**config.mk**
```make
export PLATFORM = sky130hd
export DESIGN_NAME = hc_mailbox
export DESIGN_NICKNAME = d
export VERILOG_FILES = /design/src/rtl/mbox_pkg.sv /design/src/rtl/mbox_core.sv /design/src/rtl/mbox_wbuf.sv /design/src/rtl/mbox_rbuf.sv /design/src/rtl/hc_mailbox.sv
export SDC_FILE = /design/constraint.sdc
export NUM_CORES = 1
export LEC_CHECK = 0
export ABC_AREA = 1
export BUFFER_PORTS_ARGS = -buffer_cell sky130_fd_sc_hd__buf_2
export CAP_MARGIN = 5
export CELL_PAD_IN_SITES_DETAIL_PLACEMENT = 0
export CELL_PAD_IN_SITES_GLOBAL_PLACEMENT = 2
export CORE_ASPECT_RATIO = 2
export CORE_MARGIN = 2
export CORE_UTILIZATION = 29
export DETAILED_ROUTE_END_ITERATION = 12
export MAX_ROUTING_LAYER = met4
export PLACE_DENSITY = 0.83
export SLEW_MARGIN = 0
export SYNTH_ARGS = -nofsm -noshare
export SYNTH_HDL_FRONTEND = slang
export SYNTH_SLANG_ARGS = --single-unit
export TNS_END_PERCENT = 50
```
**constraint.sdc**
```tcl
create_clock -name clk -period 1.75 [get_ports clk]
set_clock_uncertainty 0.15 [all_clocks]
set_input_delay 0 -clock clk [delete_from_list [all_inputs] [get_ports clk]]
set_output_delay 0 -clock clk [all_outputs]
set_load 0.01 [all_outputs]
```
**src/rtl/mbox_pkg.sv**
```systemverilog
package mbox_pkg;

   // command word fields
   localparam int unsigned MB_CMD_IRQ_BIT  = 8;
   localparam int unsigned MB_CMD_SUB_LSB  = 12;
   localparam int unsigned MB_CMD_LEN_LSB  = 16;
   localparam int unsigned MB_LEN_W        = 8;

   // status word fields
   localparam int unsigned MB_STS_BUSY     = 0;
   localparam int unsigned MB_STS_ERR      = 1;
   localparam int unsigned MB_STS_IRQ      = 2;
   localparam int unsigned MB_STS_CODE_LSB = 16;
   localparam int unsigned MB_CODE_W       = 8;

   // byte offsets
   localparam int unsigned MB_OFF_CMD  = 'h00;
   localparam int unsigned MB_OFF_STS  = 'h04;
   localparam int unsigned MB_OFF_SRC  = 'h08;
   localparam int unsigned MB_OFF_DST  = 'h0C;
   localparam int unsigned MB_WIN_OUT  = 'h8;   // offset bits [7:4] of outbound window
   localparam int unsigned MB_WIN_IN   = 'h9;   // offset bits [7:4] of inbound window

   typedef enum logic [MB_CODE_W-1:0] {
      MB_OK             = 8'd0,
      MB_UNSUPPORTED    = 8'd1,
      MB_NOT_SERVICED   = 8'd2,
      MB_CANNOT_SERVICE = 8'd3,
      MB_BAD_CMD        = 8'd4,
      MB_FAILED         = 8'd5,
      MB_SEC_REJECT_A   = 8'd6,
      MB_SEC_REJECT_B   = 8'd7
   } mb_code_e;

   function automatic logic [31:0] mb_pack_status(input logic busy_i,
                                                  input logic err_i,
                                                  input logic irq_i,
                                                  input logic [MB_CODE_W-1:0] code_i);
      logic [31:0] s;
      s = '0;
      s[MB_STS_BUSY] = busy_i;
      s[MB_STS_ERR]  = err_i;
      s[MB_STS_IRQ]  = irq_i;
      s[MB_STS_CODE_LSB +: MB_CODE_W] = code_i;
      return s;
   endfunction

endpackage

```
**src/rtl/mbox_core.sv**
```systemverilog
module mbox_core
   import mbox_pkg::*;
#(
   parameter int DATA_W = 32
) (
   input  logic                 clk,
   input  logic                 rst_n,
   input  logic                 cmd_we,
   input  logic [DATA_W-1:0]    wdata,
   input  logic                 irq_clr,
   input  logic                 src_we,
   input  logic                 dst_we,
   input  logic                 done,
   input  logic                 err_in,
   input  logic [MB_CODE_W-1:0] code_in,
   output logic                 busy,
   output logic                 err,
   output logic                 irq,
   output logic [MB_CODE_W-1:0] code,
   output logic                 doorbell,
   output logic [DATA_W-1:0]    cmd,
   output logic [DATA_W-1:0]    src_ptr,
   output logic [DATA_W-1:0]    dst_ptr
);

   logic accept;
   logic finish;

   assign accept = cmd_we && !busy;
   assign finish = done && busy;

   always_ff @(posedge clk) begin
      if (!rst_n) begin
         busy     <= 1'b0;
         err      <= 1'b0;
         code     <= '0;
         doorbell <= 1'b0;
         cmd      <= '0;
      end else begin
         doorbell <= accept;
         if (accept) begin
            cmd  <= wdata;
            busy <= 1'b1;
            err  <= 1'b0;
            code <= '0;
         end else if (finish) begin
            busy <= 1'b0;
            err  <= err_in;
            code <= err_in ? code_in : '0;
         end
      end
   end

   // set on a requested completion wins over a host clear in the same cycle
   always_ff @(posedge clk) begin
      if (!rst_n) begin
         irq <= 1'b0;
      end else if (finish && cmd[MB_CMD_IRQ_BIT]) begin
         irq <= 1'b1;
      end else if (irq_clr) begin
         irq <= 1'b0;
      end
   end

   always_ff @(posedge clk) begin
      if (!rst_n) begin
         src_ptr <= '0;
         dst_ptr <= '0;
      end else begin
         if (src_we) src_ptr <= wdata;
         if (dst_we) dst_ptr <= wdata;
      end
   end

endmodule

```
**src/rtl/mbox_wbuf.sv**
```systemverilog
module mbox_wbuf
   import mbox_pkg::*;
#(
   parameter int DATA_W = 32,
   parameter int WORDS  = 4,
   parameter int IDX_W  = 2
) (
   input  logic                    clk,
   input  logic                    rst_n,
   input  logic                    we,
   input  logic [IDX_W-1:0]        idx,
   input  logic [DATA_W-1:0]       wdata,
   input  logic [MB_LEN_W-1:0]     len,
   output logic [WORDS*DATA_W-1:0] host_words,
   output logic [WORDS*DATA_W-1:0] fw_words
);

   localparam int CW = MB_LEN_W + 1;

   logic [CW-1:0] len_ext;
   logic [CW-1:0] used;

   assign len_ext = {1'b0, len};
   assign used    = (len_ext + CW'(3)) >> 2;

   for (genvar i = 0; i < WORDS; i++) begin : g_word
      logic [DATA_W-1:0] word_q;

      always_ff @(posedge clk) begin
         if (!rst_n) begin
            word_q <= '0;
         end else if (we && idx == IDX_W'(i)) begin
            word_q <= wdata;
         end
      end

      assign host_words[i*DATA_W +: DATA_W] = word_q;
      assign fw_words[i*DATA_W +: DATA_W]   = (CW'(i) < used) ? word_q : '0;
   end

endmodule

```
**src/rtl/mbox_rbuf.sv**
```systemverilog
module mbox_rbuf #(
   parameter int DATA_W = 32,
   parameter int WORDS  = 4
) (
   input  logic                    clk,
   input  logic                    rst_n,
   input  logic                    capture,
   input  logic                    wipe,
   input  logic [WORDS*DATA_W-1:0] reply,
   output logic [WORDS*DATA_W-1:0] words
);

   for (genvar i = 0; i < WORDS; i++) begin : g_word
      logic [DATA_W-1:0] word_q;

      always_ff @(posedge clk) begin
         if (!rst_n) begin
            word_q <= '0;
         end else if (capture) begin
            word_q <= wipe ? '0 : reply[i*DATA_W +: DATA_W];
         end
      end

      assign words[i*DATA_W +: DATA_W] = word_q;
   end

endmodule

```
**src/rtl/hc_mailbox.sv**
```systemverilog
module hc_mailbox
   import mbox_pkg::*;
#(
   parameter int ADDR_W    = 8,
   parameter int DATA_W    = 32,
   parameter int BUF_WORDS = 4
) (
   input  logic                        clk,
   input  logic                        rst_n,
   input  logic [ADDR_W-1:0]           h_addr,
   input  logic                        h_wr,
   input  logic                        h_rd,
   input  logic [DATA_W-1:0]           h_wdata,
   output logic [DATA_W-1:0]           h_rdata,
   output logic                        h_ready,
   output logic                        host_irq,
   output logic                        fw_doorbell,
   output logic [DATA_W-1:0]           fw_cmd,
   output logic [DATA_W-1:0]           fw_src_ptr,
   output logic [DATA_W-1:0]           fw_dst_ptr,
   output logic [BUF_WORDS*DATA_W-1:0] fw_wdata,
   input  logic                        fw_done,
   input  logic                        fw_err,
   input  logic [MB_CODE_W-1:0]        fw_code,
   input  logic [BUF_WORDS*DATA_W-1:0] fw_rdata
);

   localparam int BUF_W  = BUF_WORDS * DATA_W;
   localparam int IDX_W  = (BUF_WORDS > 1) ? $clog2(BUF_WORDS) : 1;
   localparam logic [2:0] WORDS_L = 3'(BUF_WORDS);

   if (DATA_W != 32) begin : g_bad_data_w
      $error("hc_mailbox: DATA_W must be 32");
   end
   if (ADDR_W < 8) begin : g_bad_addr_w
      $error("hc_mailbox: ADDR_W must be at least 8");
   end
   if (BUF_WORDS < 1 || BUF_WORDS > 4) begin : g_bad_words
      $error("hc_mailbox: BUF_WORDS must be 1 to 4");
   end

   // ---------------- address decode ----------------
   logic             sel_cmd, sel_sts, sel_src, sel_dst, sel_out, sel_in;
   logic [IDX_W-1:0] widx;
   logic             word_ok;

   assign word_ok = ({1'b0, h_addr[3:2]} < WORDS_L);
   assign widx    = IDX_W'(h_addr[3:2]);
   assign sel_cmd = (h_addr == ADDR_W'(MB_OFF_CMD));
   assign sel_sts = (h_addr == ADDR_W'(MB_OFF_STS));
   assign sel_src = (h_addr == ADDR_W'(MB_OFF_SRC));
   assign sel_dst = (h_addr == ADDR_W'(MB_OFF_DST));
   assign sel_out = (h_addr[ADDR_W-1:4] == (ADDR_W-4)'(MB_WIN_OUT)) && word_ok;
   assign sel_in  = (h_addr[ADDR_W-1:4] == (ADDR_W-4)'(MB_WIN_IN))  && word_ok;

   // ---------------- command / status core ----------------
   logic                 busy, err, irq;
   logic [MB_CODE_W-1:0] code;

   mbox_core #(.DATA_W(DATA_W)) u_core (
      .clk      (clk),
      .rst_n    (rst_n),
      .cmd_we   (h_wr && sel_cmd),
      .wdata    (h_wdata),
      .irq_clr  (h_wr && sel_sts && h_wdata[MB_STS_IRQ]),
      .src_we   (h_wr && sel_src),
      .dst_we   (h_wr && sel_dst),
      .done     (fw_done),
      .err_in   (fw_err),
      .code_in  (fw_code),
      .busy     (busy),
      .err      (err),
      .irq      (irq),
      .code     (code),
      .doorbell (fw_doorbell),
      .cmd      (fw_cmd),
      .src_ptr  (fw_src_ptr),
      .dst_ptr  (fw_dst_ptr)
   );

   assign host_irq = irq;

   // ---------------- data buffers ----------------
   logic [BUF_W-1:0] out_words;
   logic [BUF_W-1:0] rd_words;

   mbox_wbuf #(.DATA_W(DATA_W), .WORDS(BUF_WORDS), .IDX_W(IDX_W)) u_wbuf (
      .clk        (clk),
      .rst_n      (rst_n),
      .we         (h_wr && sel_out),
      .idx        (widx),
      .wdata      (h_wdata),
      .len        (fw_cmd[MB_CMD_LEN_LSB +: MB_LEN_W]),
      .host_words (out_words),
      .fw_words   (fw_wdata)
   );

   mbox_rbuf #(.DATA_W(DATA_W), .WORDS(BUF_WORDS)) u_rbuf (
      .clk     (clk),
      .rst_n   (rst_n),
      .capture (busy && fw_done),
      .wipe    (fw_err),
      .reply   (fw_rdata),
      .words   (rd_words)
   );

   // ---------------- host read port ----------------
   logic [DATA_W-1:0] rd_mux;

   always_comb begin
      rd_mux = '0;
      if (sel_cmd)      rd_mux = fw_cmd;
      else if (sel_sts) rd_mux = mb_pack_status(busy, err, irq, code);
      else if (sel_src) rd_mux = fw_src_ptr;
      else if (sel_dst) rd_mux = fw_dst_ptr;
      else if (sel_out) rd_mux = out_words[widx*DATA_W +: DATA_W];
      else if (sel_in)  rd_mux = rd_words[widx*DATA_W +: DATA_W];
   end

   always_ff @(posedge clk) begin
      if (!rst_n) begin
         h_rdata <= '0;
         h_ready <= 1'b0;
      end else begin
         h_ready <= h_wr || h_rd;
         h_rdata <= h_rd ? rd_mux : '0;
      end
   end

endmodule

```
## Yosys cells after proc, flatten, opt, wreduce, memory -nomap -nowiden

Cells that the tools add are included.
Widths: inputs -> output; s select.

| word-level totals | value |
|---|---|
| register bits | 397 |
| word-level logic and storage cells | 74 |
| bits of input ports | 182 |
| output and inout bits | 259 |

| cells by class | value |
|---|---|
| eq/ne operators | 8 |
| multiplexer cells | 19 |
| reduce and logical (&&, ||, !) cells | 21 |
| bitwise gates (word level) | 1 |
| add/sub/neg operators | 1 |
| magnitude comparators | 4 |
| shift-type cells | 2 |

Operator list:

| cell | number |
|---|---|
| $mux 32 | 14 |
| $shiftx 128x8->32 | 2 |
| $eq 8x4->1 const B | 2 |
| $lt 1x7->1 const A | 2 |
| $lt 2x7->1 const A | 2 |
| $logic_and 1x1->1 | 13 |
| $add 8x2->9 const B | 1 |
| $eq 4x4->1 const B | 2 |
| $eq 8x3->1 const B | 1 |
| $logic_not 8->1 | 1 |
| $mux 8 | 1 |
| $eq 2x2->1 const B | 2 |
| $mux 1 | 4 |
| $reduce_bool 2->1 | 2 |
| $eq 2x1->1 const B | 1 |
| $logic_not 2->1 | 1 |
| $reduce_and 2->1 | 1 |
| $reduce_or 2->1 | 1 |
| $logic_not 1->1 | 1 |
| $logic_or 1x1->1 | 1 |
| $not 1->1 | 1 |

## Depth between registers and ports, before layout

| depth | value |
|---|---|
| word-level depth | 7 |
| mapped depth | 13 |
| gate-level depth less buffers | 11 |

## Cells and area by module

A second synthesis with hierarchy kept.

| unflattened totals | value |
|---|---|
| cell total of the unflattened synthesis | 2538 |
| area total of the unflattened synthesis | 17720.7 µm² |

By module, submodules not included:

| module | area an instance (µm²) | times used | seq. area each (µm²) | cells each |
|---|---|---|---|---|
| mbox_wbuf | 5511.5 | 1 | 2562.5 | 821 |
| mbox_rbuf | 4623.2 | 1 | 2562.5 | 571 |
| hc_mailbox | 3870.0 | 1 | 660.6 | 665 |
| mbox_core | 3716.1 | 1 | 2162.1 | 481 |

## Worst setup path after synthesis

OpenSTA, ideal clock, no wires.

| timing | value |
|---|---|
| kind | reg-to-reg |
| start | register u_core.busy |
| end | register u_rbuf.g_word[1].word_q[14] |
| data required time | 1.530 ns |
| arrival | 1.315 ns |
| stages on the path, launching flop included | 7 |
| library setup time | 0.070 ns |
| buffers on the path | 3 |
| clock period less this slack | 1.535 ns |
| path slack | 0.215 ns |
| cells stage by stage | dfxtp_1 -> nand2_1 -> clkbuf_1 -> buf_2 -> buf_1 -> nand2_1 -> a21oi_1 |

| between the ends | value |
|---|---|
| word-level cells in the longest chain between the ends | 1 |

Ends and longest elaborated chain:

| what | line | text |
|---|---|---|
| start, declared | mbox_core.sv:16 | `output logic busy,` |
| start signal, assigned | mbox_core.sv:34 | `busy <= 1'b0;` |
| start signal, assigned | mbox_core.sv:43 | `busy <= 1'b1;` |
| start signal, assigned | mbox_core.sv:47 | `busy <= 1'b0;` |
| $logic_and 1x1->1 | hc_mailbox.sv:101 | `.capture (busy && fw_done),` |
| end signal, assigned | mbox_rbuf.sv:20 | `word_q <= wipe ? '0 : reply[i*DATA_W +: DATA_W];` |
| end, declared | mbox_rbuf.sv:14 | `logic [DATA_W-1:0] word_q;` |

Every way passes these cells.
A chain may end at the register's enable or synchronous reset.

## Worst setup path in the final report

| timing | value |
|---|---|
| start | register u_core.cmd[20] |
| end | output fw_wdata[22] |

| between the ends | value |
|---|---|
| word-level cells in the longest chain between the ends | 3 |

Ends and longest elaborated chain:

| what | line | text |
|---|---|---|
| start, declared | mbox_core.sv:21 | `output logic [DATA_W-1:0] cmd,` |
| start signal, assigned | mbox_core.sv:42 | `cmd <= wdata;` |
| $add 8x2->9 | mbox_wbuf.sv:24 | `assign used = (len_ext + CW'(3)) >> 2;` |
| $lt 1x7->1 | mbox_wbuf.sv:38 | `assign fw_words[i*DATA_W +: DATA_W] = (CW'(i) < used) ? word_q : '0;` |
| $mux 32 | mbox_wbuf.sv:38 |  |
| end, declared | hc_mailbox.sv:21 | `output logic [BUF_WORDS*DATA_W-1:0] fw_wdata,` |

Every way passes these cells.

==> run_results.csv <==
group,metric,value,unit
run_status,status,"finished with violations",
run_status,violations,"negative setup slack",
clock_tree,root_buffer,"clkbuf_16",
clock_tree,clock_latency,0.56,ns
timing,final_hold_viol_count,0,
timing,max_freq,455,MHz
critical_path,cp-end-kind,"output port",
die,fp.dieH,348,um
detailed_routing,routed_wl,86200,um
timing,fin_crit_sh,126,%
pwr,power.share.clock,44.1,%
synthesis,synthCells,2473,
critical_path,start_kind,"flip-flop",
grt,grt.total_usage,28.0,%
timing,drv_slew,0,
critical_path,arrival,2.05,ns
synthesis,synth_edf_count,0,
clock_tree,clock_path_buffers,3,
grt,globalRouteMet1Util,28.2,%
synthesis,synthAdderAreaFrac,0,%
synthesis,syn_avg_cell_area,6.94,um2
timing,setup_viol_count_final,128,
critical_path,critical_path_class,"reg -> out",
pwr,combPwrFrac,8.4,%
detailed_routing,via_per_inst,4.99,
synthesis,synthSimpleGateAreaFrac,25.2,%
timing,fin_ws,-0.449,ns
synthesis,syn-num-nets,2655,
clock_tree,cts.clk_slew.worst_paths,0.06,ns
grt,grt_max_degree,105,
synthesis,async_flop_share,0,%
grt,first_global_vias,19000,
timing,slew-limit-headroom,42.7,%
detailed_routing,wire_per_inst,22.1,um
die,ioPinCount,441,
critical_path,cp.required,1.60,ns
place,gp_congestion,0.932,
pwr,switchingPower,4.69,mW
synthesis,muxShareOfSynthArea,0,%
synthesis,synth_top_family_by_area,"simple AND/OR/NAND/NOR gates",
synthesis,synth_top_area_share,46.3,%
grt,grt_util_met3,4.24,%
synthesis,ys_top_cells_by_area,"dfxtp_1, nand2_1, a21oi_1, nand3_1, o21ai_0",
min_path,hp-class,"in -> reg",
detailed_routing,antenna_left,0,
grt,antenna_found_initial,2,
synthesis,yosysWarningCount,0,
pwr,p_per_area,773,nW/um2
timing,min_period,2.20,ns
synthesis,synth_xor_area_share,0,%
clock_tree,tritoncts,"yes",
synthesis,synth_most_common_cell,"nand2_1",
place,dp_hpwl,66200,um
synthesis,synthFlopType,"dfxtp_1",
critical_path,worstPathMaxFanout,8,
synthesis,netlist_area,17200,um2
pwr,leakagePower,10.6,nW
synthesis,yosys-top-cells-count,"nand2_1, dfxtp_1, a21oi_1",
layout,drive_above_1_share,23.4,%
layout,nets,3284,
synthesis,ys_ff_latch,397,
min_path,min_from,"rst_n",
timing,setup_tns,-50.81,ns
clock_tree,h-tree-depth,2,
grt,met2_usage,50.3,%
place,dp_slack,-0.174,ns
pwr,seqPwrFrac,47.4,%
die,die_area,61200,um2
place,io_buffers,440,
timing,rsz0062_at_grt,"yes",
critical_path,startpoint,"u_core.cmd[20]",
synthesis,synth_area_leader_cell,"dfxtp_1",
detailed_routing,via_count,19400,
run,cap_violations,0,
detailed_routing,drtIter0Drc,1160,
critical_path,r2r-start,"u_wbuf.g_word[2].word_q[19]",
pwr,power_switching_share,24.5,%
synthesis,synth-compound-area-share,18.9,%
grt,grt-ovfl-total,0,
die,core_area,58800,um2
layout,area_delta_synth_final,44.5,%
pwr,p_int,14.5,mW
die,start_util,29.2,%
synthesis,yosysUniqueCellTypes,28,
grt,top_usage_layer,"met2",
detailed_routing,first_pass_iters,5,
grt,grt_first_pass_wirelength,123000,um
die,rows,126,
pwr,ir_drop,0.572,mV
die,die_x,176,um
clock_tree,clock-sinks,397,
timing,worstMarginPinSlew,0.856,ns
synthesis,seq_area_frac_synth,46.3,%
detailed_routing,drc,0,
clock_tree,cts_buffers,39,
==> area by class of cell <==
type / count / area (um2)
flip-flops and latches: 397 / 7950
well taps: 768 / 961
fillers: 6160 / 34000
inverters: 234 / 883
diodes: 3 / 7.51
multi-input cells: 1657 / 7830
repair buffers: 773 / 5950
clock buffers: 54 / 1150
clock inverters: 8 / 65.1
==> worst paths after layout <==
| check | depth (start not counted) | endpoint | slack (ns) |
|---|---|---|---|
| min reg2reg | 2 | u_rbuf.g_word[2].word_q[1] | 0.32 |
| max | 9 | fw_wdata[22] | -0.45 |
| min | 6 | u_core.src_ptr[8] | 0.03 |
| max reg2reg | 10 | h_rdata[19] | 0.05 |
==> critical path: stages (launching register included) <==
cell and delay [ns]:
dfxtp_2 0.33, inv_2 0.05, nand4_1 0.20, nor2_1 0.19
nand2_2 0.10, nor2_4 0.11, buf_6 0.15, buf_16 0.15
nor2_2 0.06, buf_2 0.14
==> timing repair <==
action                                 4_1_cts  5_1_grt
resized for setup                           76       19
setup endpoints to repair                  128      136
buffers inserted                             6        4
hold buffers                               182        0
cloned                                       2        3
endpoints found under the hold margin      397        0
pin swaps                                    4        3
==> stage by stage <==
stage          hold slack, ns  util [%]  instances  power [mW]  instance area [um2]
2_1_floorplan         -0.0155         -       2473        9.77                17200
3_3_place_gp           0.0834      36.0       3633        10.6                21200
3_5_place_dp           0.0753      36.0       3633        10.6                21200
4_1_cts               0.00332      41.9       3885        19.3                24600
5_1_grt                0.0428      42.2       3892        19.7                24800
6_report               0.0275      42.2       3894        19.2                24800
==> power groups by stage <==
stage                     Sequential (mW)  Combinational, mW  Clock [mW]
after floorplan                      9.29              0.484           0
after global placement               9.29               1.28           0
after detailed placement             9.29               1.28           0
after CTS                            9.09               1.62        8.64
after global routing                 9.09               1.71        8.90
final                                9.09               1.62        8.46
==> registers in the layout, summed over array words and instances (netlist names) <==
register / flops
u_core.cmd: 32
u_core.err: 1
u_core.dst_ptr: 32
u_core.doorbell: 1
h_ready: 1
h_rdata: 32
u_core.code: 8
u_rbuf.g_word.word_q: 128
u_core.irq: 1
u_core.busy: 1
u_core.src_ptr: 32
u_wbuf.g_word.word_q: 128
==> cells in the final DEF (no fill, tap or decap), types with 2 or more instances in the layout <==
cell,instances
a21oi_1,355
a21oi_4,2
a22oi_1,8
buf_12,47
buf_2,421
buf_4,98
buf_6,22
clkbuf_1,5
clkbuf_16,44
clkbuf_8,8
clkinv_2,9
dfxtp_1,393
dfxtp_2,4
diode_2,3
dlygate4sd3_1,179
inv_1,219
inv_2,12
nand2_1,522
nand2_2,3
nand3_1,233
nand4_1,33
nor2_1,178
nor2_2,25
nor2_4,29
o211ai_1,20
o21ai_0,209
o21ai_1,22
o22ai_1,11
==> cell families (layout without fill, tap and decap cells) <==
| family | count (synthesis) | in the layout |
|---|---|---|
| compound gates | 629 | 629 |
| buf+inv | 419 | 1069 |
| flops | 397 | 397 |
| other cells | 0 | 3 |
| simple gates | 1028 | 1028 |
==> metal layers <==
metal / wire length, um / up-vias
met3: 5170 / 216
met5: 0 / -
met1: 30400 / 9116
met2: 44200 / 796
met4: 6380 / 0
li1: - / 9311
(Power assumes the default switching activity.)
